`src/rtl/disp_stat_pkg.sv`:
```
package disp_stat_pkg;
  localparam int ADDR_W = 13;
  localparam int DATA_W = 32;
  localparam int N_EVT  = 5;

  localparam logic [ADDR_W-1:0] CSR_OFS = 13'h1000;
  localparam logic [ADDR_W-1:0] MSK_OFS = 13'h1010;
  localparam logic [ADDR_W-1:0] SIG_OFS = 13'h1080;
  localparam logic [ADDR_W-1:0] LBL_OFS = 13'h1084;

  localparam int EVT_VSYNC   = 3;
  localparam int FLUSH_BIT   = 8;
  localparam int SRST_BIT    = 9;
  localparam int FIELD_BIT   = 13;
  localparam int FIFO_LSB    = 14;
  localparam int REV_LSB     = 16;
  localparam int ID_LSB      = 24;
  localparam int MSK_LSB     = 8;
  localparam int MSK_FIX_LSB = MSK_LSB + N_EVT;

  typedef enum logic [1:0] {
    FIFO_MID   = 2'b00,
    FIFO_EMPTY = 2'b01,
    FIFO_AFULL = 2'b10,
    FIFO_RSVD  = 2'b11
  } fifo_stat_e;
endpackage

```
`src/rtl/disp_evt_bank.sv`:
```
module disp_evt_bank #(
  parameter int N_EVT = 5
) (
  input  logic             clk_i,
  input  logic             rst_ni,
  input  logic [N_EVT-1:0] evt_i,
  input  logic [N_EVT-1:0] ack_i,
  output logic [N_EVT-1:0] pend_o
);
  logic [N_EVT-1:0] pend_q;

  for (genvar k = 0; k < N_EVT; k++) begin : g_pend
    // new event beats a same-cycle acknowledge
    always_ff @(posedge clk_i or negedge rst_ni) begin
      if (!rst_ni)       pend_q[k] <= 1'b0;
      else if (evt_i[k]) pend_q[k] <= 1'b1;
      else if (ack_i[k]) pend_q[k] <= 1'b0;
    end


    evt_set_chk: assert property (@(posedge clk_i) disable iff (!rst_ni)
      evt_i[k] |=> pend_o[k]);

    ack_clr_chk: assert property (@(posedge clk_i) disable iff (!rst_ni)
      (ack_i[k] && !evt_i[k]) |=> !pend_o[k]);

    pend_hold_chk: assert property (@(posedge clk_i) disable iff (!rst_ni)
      (!ack_i[k] && !evt_i[k]) |=> $stable(pend_o[k]));
  end

  assign pend_o = pend_q;
endmodule

```
`src/rtl/disp_irq_mask.sv`:
```
module disp_irq_mask #(
  parameter int N_EVT = 5
) (
  input  logic             clk_i,
  input  logic             rst_ni,
  input  logic             wr_i,
  input  logic [N_EVT-1:0] wdata_i,
  input  logic             srst_i,
  input  logic [N_EVT-1:0] pend_i,
  output logic [N_EVT-1:0] mask_o,
  output logic             irq_o
);
  logic [N_EVT-1:0] mask_q;

  always_ff @(posedge clk_i or negedge rst_ni) begin
    if (!rst_ni)     mask_q <= '1;
    else if (srst_i) mask_q <= '1;
    else if (wr_i)   mask_q <= wdata_i;
  end

  assign mask_o = mask_q;
  assign irq_o  = |(pend_i & ~mask_q);


  mask_keep_chk: assert property (@(posedge clk_i) disable iff (!rst_ni)
    (!wr_i && !srst_i) |=> $stable(mask_o));

  mask_srst_chk: assert property (@(posedge clk_i) disable iff (!rst_ni)
    srst_i |=> (mask_o == '1));
endmodule

```
`src/rtl/disp_csr_cmd.sv`:
```
module disp_csr_cmd (
  input  logic clk_i,
  input  logic rst_ni,
  input  logic wr_i,
  input  logic flush_bit_i,
  input  logic srst_bit_i,
  input  logic vsync_i,
  output logic flush_o,
  output logic srst_o,
  output logic field_o
);
  logic flush_q, srst_q, field_q;

  always_ff @(posedge clk_i or negedge rst_ni) begin
    if (!rst_ni) begin
      flush_q <= 1'b0;
      srst_q  <= 1'b0;
      field_q <= 1'b0;
    end else begin
      flush_q <= wr_i & flush_bit_i;
      srst_q  <= wr_i & srst_bit_i;
      if (vsync_i) field_q <= ~field_q;
    end
  end

  assign flush_o = flush_q;
  assign srst_o  = srst_q;
  assign field_o = field_q;


  field_tgl_chk: assert property (@(posedge clk_i) disable iff (!rst_ni)
    vsync_i |=> (field_o != $past(field_o)));

  field_hold_chk: assert property (@(posedge clk_i) disable iff (!rst_ni)
    !vsync_i |=> $stable(field_o));

  flush_idle_chk: assert property (@(posedge clk_i) disable iff (!rst_ni)
    !wr_i |=> !flush_o && !srst_o);
endmodule

```
`src/rtl/disp_stat_regs.sv`:
```
module disp_stat_regs
  import disp_stat_pkg::*;
#(
  parameter logic [7:0] REV_CODE = 8'h1B,
  parameter logic [7:0] ID_CODE  = 8'h55
) (
  input  logic              clk_i,
  input  logic              rst_ni,
  input  logic              wr_en_i,
  input  logic [ADDR_W-1:0] addr_i,
  input  logic [DATA_W-1:0] wdata_i,
  output logic [DATA_W-1:0] rdata_o,
  input  logic [N_EVT-1:0]  evt_i,
  input  logic              fifo_empty_i,
  input  logic              fifo_afull_i,
  output logic              irq_o,
  output logic              flush_o,
  output logic              soft_rst_o
);
  logic csr_wr, msk_wr, sig_wr, lbl_wr, srst_cmd, field;
  logic [N_EVT-1:0]  pend, mask, ack;
  logic [DATA_W-1:0] sig_q, lbl_q;
  fifo_stat_e        fifo_st;

  assign csr_wr   = wr_en_i && (addr_i == CSR_OFS);
  assign msk_wr   = wr_en_i && (addr_i == MSK_OFS);
  assign sig_wr   = wr_en_i && (addr_i == SIG_OFS);
  assign lbl_wr   = wr_en_i && (addr_i == LBL_OFS);
  assign ack      = csr_wr ? wdata_i[N_EVT-1:0] : '0;
  assign srst_cmd = csr_wr && wdata_i[SRST_BIT];

  disp_evt_bank #(.N_EVT(N_EVT)) u_evt (
    .clk_i  (clk_i),
    .rst_ni (rst_ni),
    .evt_i  (evt_i),
    .ack_i  (ack),
    .pend_o (pend)
  );

  disp_irq_mask #(.N_EVT(N_EVT)) u_mask (
    .clk_i   (clk_i),
    .rst_ni  (rst_ni),
    .wr_i    (msk_wr),
    .wdata_i (wdata_i[MSK_LSB +: N_EVT]),
    .srst_i  (srst_cmd),
    .pend_i  (pend),
    .mask_o  (mask),
    .irq_o   (irq_o)
  );

  disp_csr_cmd u_cmd (
    .clk_i       (clk_i),
    .rst_ni      (rst_ni),
    .wr_i        (csr_wr),
    .flush_bit_i (wdata_i[FLUSH_BIT]),
    .srst_bit_i  (wdata_i[SRST_BIT]),
    .vsync_i     (evt_i[EVT_VSYNC]),
    .flush_o     (flush_o),
    .srst_o      (soft_rst_o),
    .field_o     (field)
  );

  always_ff @(posedge clk_i or negedge rst_ni) begin
    if (!rst_ni) begin
      sig_q <= '0;
      lbl_q <= '0;
    end else begin
      if (sig_wr) sig_q <= wdata_i;
      if (lbl_wr) lbl_q <= wdata_i;
    end
  end

  always_comb begin
    if (fifo_empty_i)      fifo_st = FIFO_EMPTY;
    else if (fifo_afull_i) fifo_st = FIFO_AFULL;
    else                   fifo_st = FIFO_MID;
  end

  always_comb begin
    rdata_o = '0;
    case (addr_i)
      CSR_OFS: begin
        rdata_o[N_EVT-1:0]     = pend;
        rdata_o[FIELD_BIT]     = field;
        rdata_o[FIFO_LSB +: 2] = fifo_st;
        rdata_o[REV_LSB +: 8]  = REV_CODE;
        rdata_o[ID_LSB +: 8]   = ID_CODE;
      end
      MSK_OFS: begin
        rdata_o[MSK_LSB +: N_EVT]  = mask;
        rdata_o[MSK_FIX_LSB +: 2]  = 2'b11;
      end
      SIG_OFS: rdata_o = sig_q;
      LBL_OFS: rdata_o = lbl_q;
      default: rdata_o = '0;
    endcase
  end


  srst_mask_chk: assert property (@(posedge clk_i) disable iff (!rst_ni)
    soft_rst_o |-> (mask == '1));

  fifo_code_chk: assert property (@(posedge clk_i) disable iff (!rst_ni)
    fifo_st != FIFO_RSVD);

  irq_quiet_chk: assert property (@(posedge clk_i) disable iff (!rst_ni)
    (pend == '0) |-> !irq_o);
endmodule

```
`config.mk`:
```
export PLATFORM = sky130hd
export DESIGN_NAME = disp_stat_regs
export DESIGN_NICKNAME = d
export VERILOG_FILES = /design/src/rtl/disp_stat_pkg.sv /design/src/rtl/disp_evt_bank.sv /design/src/rtl/disp_irq_mask.sv /design/src/rtl/disp_csr_cmd.sv /design/src/rtl/disp_stat_regs.sv
export SDC_FILE = /design/constraint.sdc
export NUM_CORES = 1
export LEC_CHECK = 0
export BUFFER_PORTS_ARGS = -buffer_cell sky130_fd_sc_hd__buf_2
export CAP_MARGIN = 20
export CORE_AREA = 4 4 115 89
export CTS_CLUSTER_SIZE = 12
export DETAILED_ROUTE_END_ITERATION = 8
export DIE_AREA = 0 0 119 93
export HOLD_SLACK_MARGIN = 0.1
export RECOVER_POWER = 25
export SKIP_LAST_GASP = 1
export SYNTH_ARGS = -nofsm -noshare
export SYNTH_HDL_FRONTEND = slang
export SYNTH_SLANG_ARGS = --single-unit
```
`constraint.sdc`:
```
create_clock -name clk_i -period 2.75 [get_ports clk_i]
set_input_delay 0.55 -clock clk_i [delete_from_list [all_inputs] [get_ports clk_i]]
set_output_delay 0.55 -clock clk_i [all_outputs]
set_load 0.01 [all_outputs]
```
==> results.yml <==
clock_tree:
  htreeDepth: 3
  cts_made_buffers: 9
  insertion_delay_ns: 0.33
  cts_tree: "yes"
  clk_pin_slew_ns: 0.06
  cts-root-buf: "clkbuf_16"
  clockBufferDepth: 2
  clock_sinks: 77
yosys:
  synth_top_family_by_area: "multiplexers"
  syn_avg_cell_area_um2: 13.4
  syn_area_mm2: 0.00348
  synthTopCellsByCount: "dfrtp_1, mux2_2, inv_1"
  seq_area_frac_synth: 0.556
  synth.area.top_cells: "dfrtp_1, mux2_2, dfstp_2"
  synth_cell_types: 33
  ys_ff_latch: 77
  netlist.area_leader.share: 0.518
  synth_edf_count: 0
  synth_ff_type: "dfrtp_1"
  synthMuxAreaShare: 0.219
  synth-simple-area-share: 0.0741
  yosysTopAreaCell: "dfrtp_1"
  syn_inst: 259
  synthArstFlopShare: 1.00
  syn_nets: 314
  synth.most_common_cell: "dfrtp_1"
  synth_fa_ha_area_frac: 0
  yosys_warnings: 0
  synth_compound_area_frac: 0.112
  synthXorXnorAreaFrac: 0.00252
power:
  vdd_drop_max_uv: 306
  power_w: 0.00236
  cellPowerDensity_mw_per_mm2: 516
  p_leak_nw: 2.40
global_route:
  grtUsageMet3: 0.0556
  antenna_found_initial: 0
  overflow: 0
  grt_use_met1: 0.228
  gr-usage-all-layers: 0.160
  grt_pass1_wl_um: 14100
  grt_pass1_vias: 2669
  grt_start_max_net_pins: 78
  grt-busiest-layer: "met2"
  met2_usage: 0.238
setup_path:
  reg2reg_slack_ns: 1.88
  slowest_stage: "or4b_1"
  slowest_delay_ns: 0.63
  ff2ff_path_depth: 2
  crit_start: "addr_i[6]"
  rr_endpoint: "u_mask.mask_o[4]"
  path_class: "input port to output pin"
  startpoint_type: "input port"
  path_delay_family: "simple AND/OR/NAND/NOR gates"
  crit_arrival_ns: 2.19
  cp.depth: 8
  critPathMaxFanout: 9
  critPathRequiredTime_ns: 2.20
  cp-end-kind: "output pin"
  endpoint: "rdata_o[8]"
  r2r_start: "u_mask.mask_o[4]"
  path_common_cell: "buf_2"
  critPathBufInv: 5
  path_cells: "buf_2, or4b_1, nor4_4, buf_6, buf_12, a222oi_1, inv_1, buf_2"
cells_and_area:
  diodes: 0
  syn_to_final_growth_pct: 31.3
  regArea_mm2: 0.00193
  fin_nets: 416
  multi_input_area_mm2: 0.00145
  drive_gt1_frac: 0.546
  fin_area_mm2: 0.00457
  n_fill_cell: 816
drt:
  drt_wl_total_um: 8920
  viasPerCell: 5.23
  drtAntennaViolNets: 0
  dr.first_iter.drc_count: 171
  firstDrtPassIters: 5
  vias: 2582
  detail_route.wl_per_cell_um: 18.0
  post-route-drc-count: 0
timing:
  rsz0062_at_grt: "true"
  hold_violations: 0
  fin_crit_ns: 2.74
  skew_ns: 0
  period_share: 0.996
  slew_violations: 78
  relSlewSlack: -0.280
  finalSetupTns_ns: 0
  worst_slew_pin_slew_ns: 1.92
  fmax_ghz: 0.365
  setup_viol: 0
floorplan:
  start_util: 0.385
  boundaryPins: 90
  die_area_mm2: 0.0111
  rows: 30
  chipWidth_um: 119
  die_h_um: 93
  core-area_mm2: 0.00905
placement:
  postPlaceCellArea_mm2: 0.00415
  dp_hpwl_um: 5550
  portBuffers: 89
  gp_congestion: 0.740
status:
  status: "complete, but fails checks"
  violations: "capacitance limit, slew limit"
job:
  cap_violations: 1
min_path:
  hold_depth: 2
  hp-class: "input port to flop"
[cell families (layout without fill, tap and decap cells)]
logic type / Yosys count / after routing
DFF: 77 / 77
muxes: 68 / 68
AOI/OAI and AO/OA: 44 / 44
and+or+nand+nor: 37 / 37
buffers and inverters: 32 / 139
xor gates and xnor gates: 1 / 1
[registers in the layout (all words and copies together) (netlist names)]
register and cells:
lbl_q 32, u_cmd.srst_o 1, u_cmd.field_o 1, u_evt.pend_o 5, sig_q 32, u_mask.mask_o 5, u_cmd.flush_o 1
[through the flow]
stage	std cells	utilization	hold slack [ns]	worst slack [ns]
floorplan	259	-	0.254	0.115
global placement	468	0.458	0.456	-0.0314
detailed placement	468	0.458	0.458	-0.0475
CTS	489	0.496	0.399	-0.0123
global route	494	0.505	0.406	-0.0426
finish	494	0.505	0.402	0.0117
[what timing repair did]
item                                    CTS  global route
hold buffers                              0             0
buffers inserted                          4             2
hold endpoints to repair                  0             0
resized for setup                         7             2
gates cloned                              1             3
pin swaps                                 3             6
endpoints found under the setup margin    7            23
[area by class of cell]
cell class / count / area share
repair buffers: 108 / 0.151
well taps: 128 / 0.0351
flip-flops and latches: 77 / 0.423
clock buffers: 9 / 0.0493
multi-input cells: 150 / 0.317
inverters: 15 / 0.0123
clock inverters: 7 / 0.0123
[placed cells by master (no fill, tap or decap), types with 2 or more instances in the layout]
cell / Yosys / routed
inv_6: 0 / 3
clkbuf_16: 0 / 11
mux2i_1: 4 / 4
nor2_1: 4 / 4
and3_1: 2 / 2
nand2_1: 6 / 6
nor4_4: 2 / 4
mux2_1: 3 / 3
clkinvlp_4: 0 / 4
buf_4: 0 / 10
nand3_1: 6 / 6
a221oi_1: 2 / 2
buf_6: 0 / 4
buf_12: 0 / 4
buf_2: 8 / 87
nand2b_1: 4 / 4
a21o_1: 5 / 5
inv_1: 15 / 15
a222oi_1: 11 / 11
a221o_1: 8 / 8
mux2_2: 61 / 61
dfrtp_1: 72 / 72
dfstp_2: 5 / 5
nand2_2: 2 / 2
a21oi_1: 4 / 4
or4b_4: 1 / 2
a22o_1: 11 / 11
[metal layers]
| metal | share of wire | wire, µm |
|---|---|---|
| met5 | 0 | 0 |
| met4 | 0.0054 | 48 |
| met3 | 0.086 | 767 |
| met2 | 0.45 | 3970 |
| met1 | 0.46 | 4130 |
[worst min-delay path by stage]
stage                     slack [ns]         endpoint     startpoint
final                           0.40  u_evt.pend_o[4]       evt_i[4]
after global routing            0.41  u_evt.pend_o[4]       evt_i[4]
after CTS                       0.40  u_evt.pend_o[4]       evt_i[4]
after global placement          0.46    u_cmd.field_o  u_cmd.field_o
after floorplan                 0.25         lbl_q[0]         rst_ni
after detailed placement        0.46    u_cmd.field_o  u_cmd.field_o
[where the power goes]
| part | total [W] | internal [W] | switching [W] |
|---|---|---|---|
| logic | 0.000102 | 0.0000416 | 0.0000601 |
| clock network | 0.00111 | 0.000620 | 0.000487 |
| registers | 0.00115 | 0.00114 | 0.00000637 |
| total | 0.00236 | 0.00180 | 0.000554 |
(Power assumes the default switching activity.)
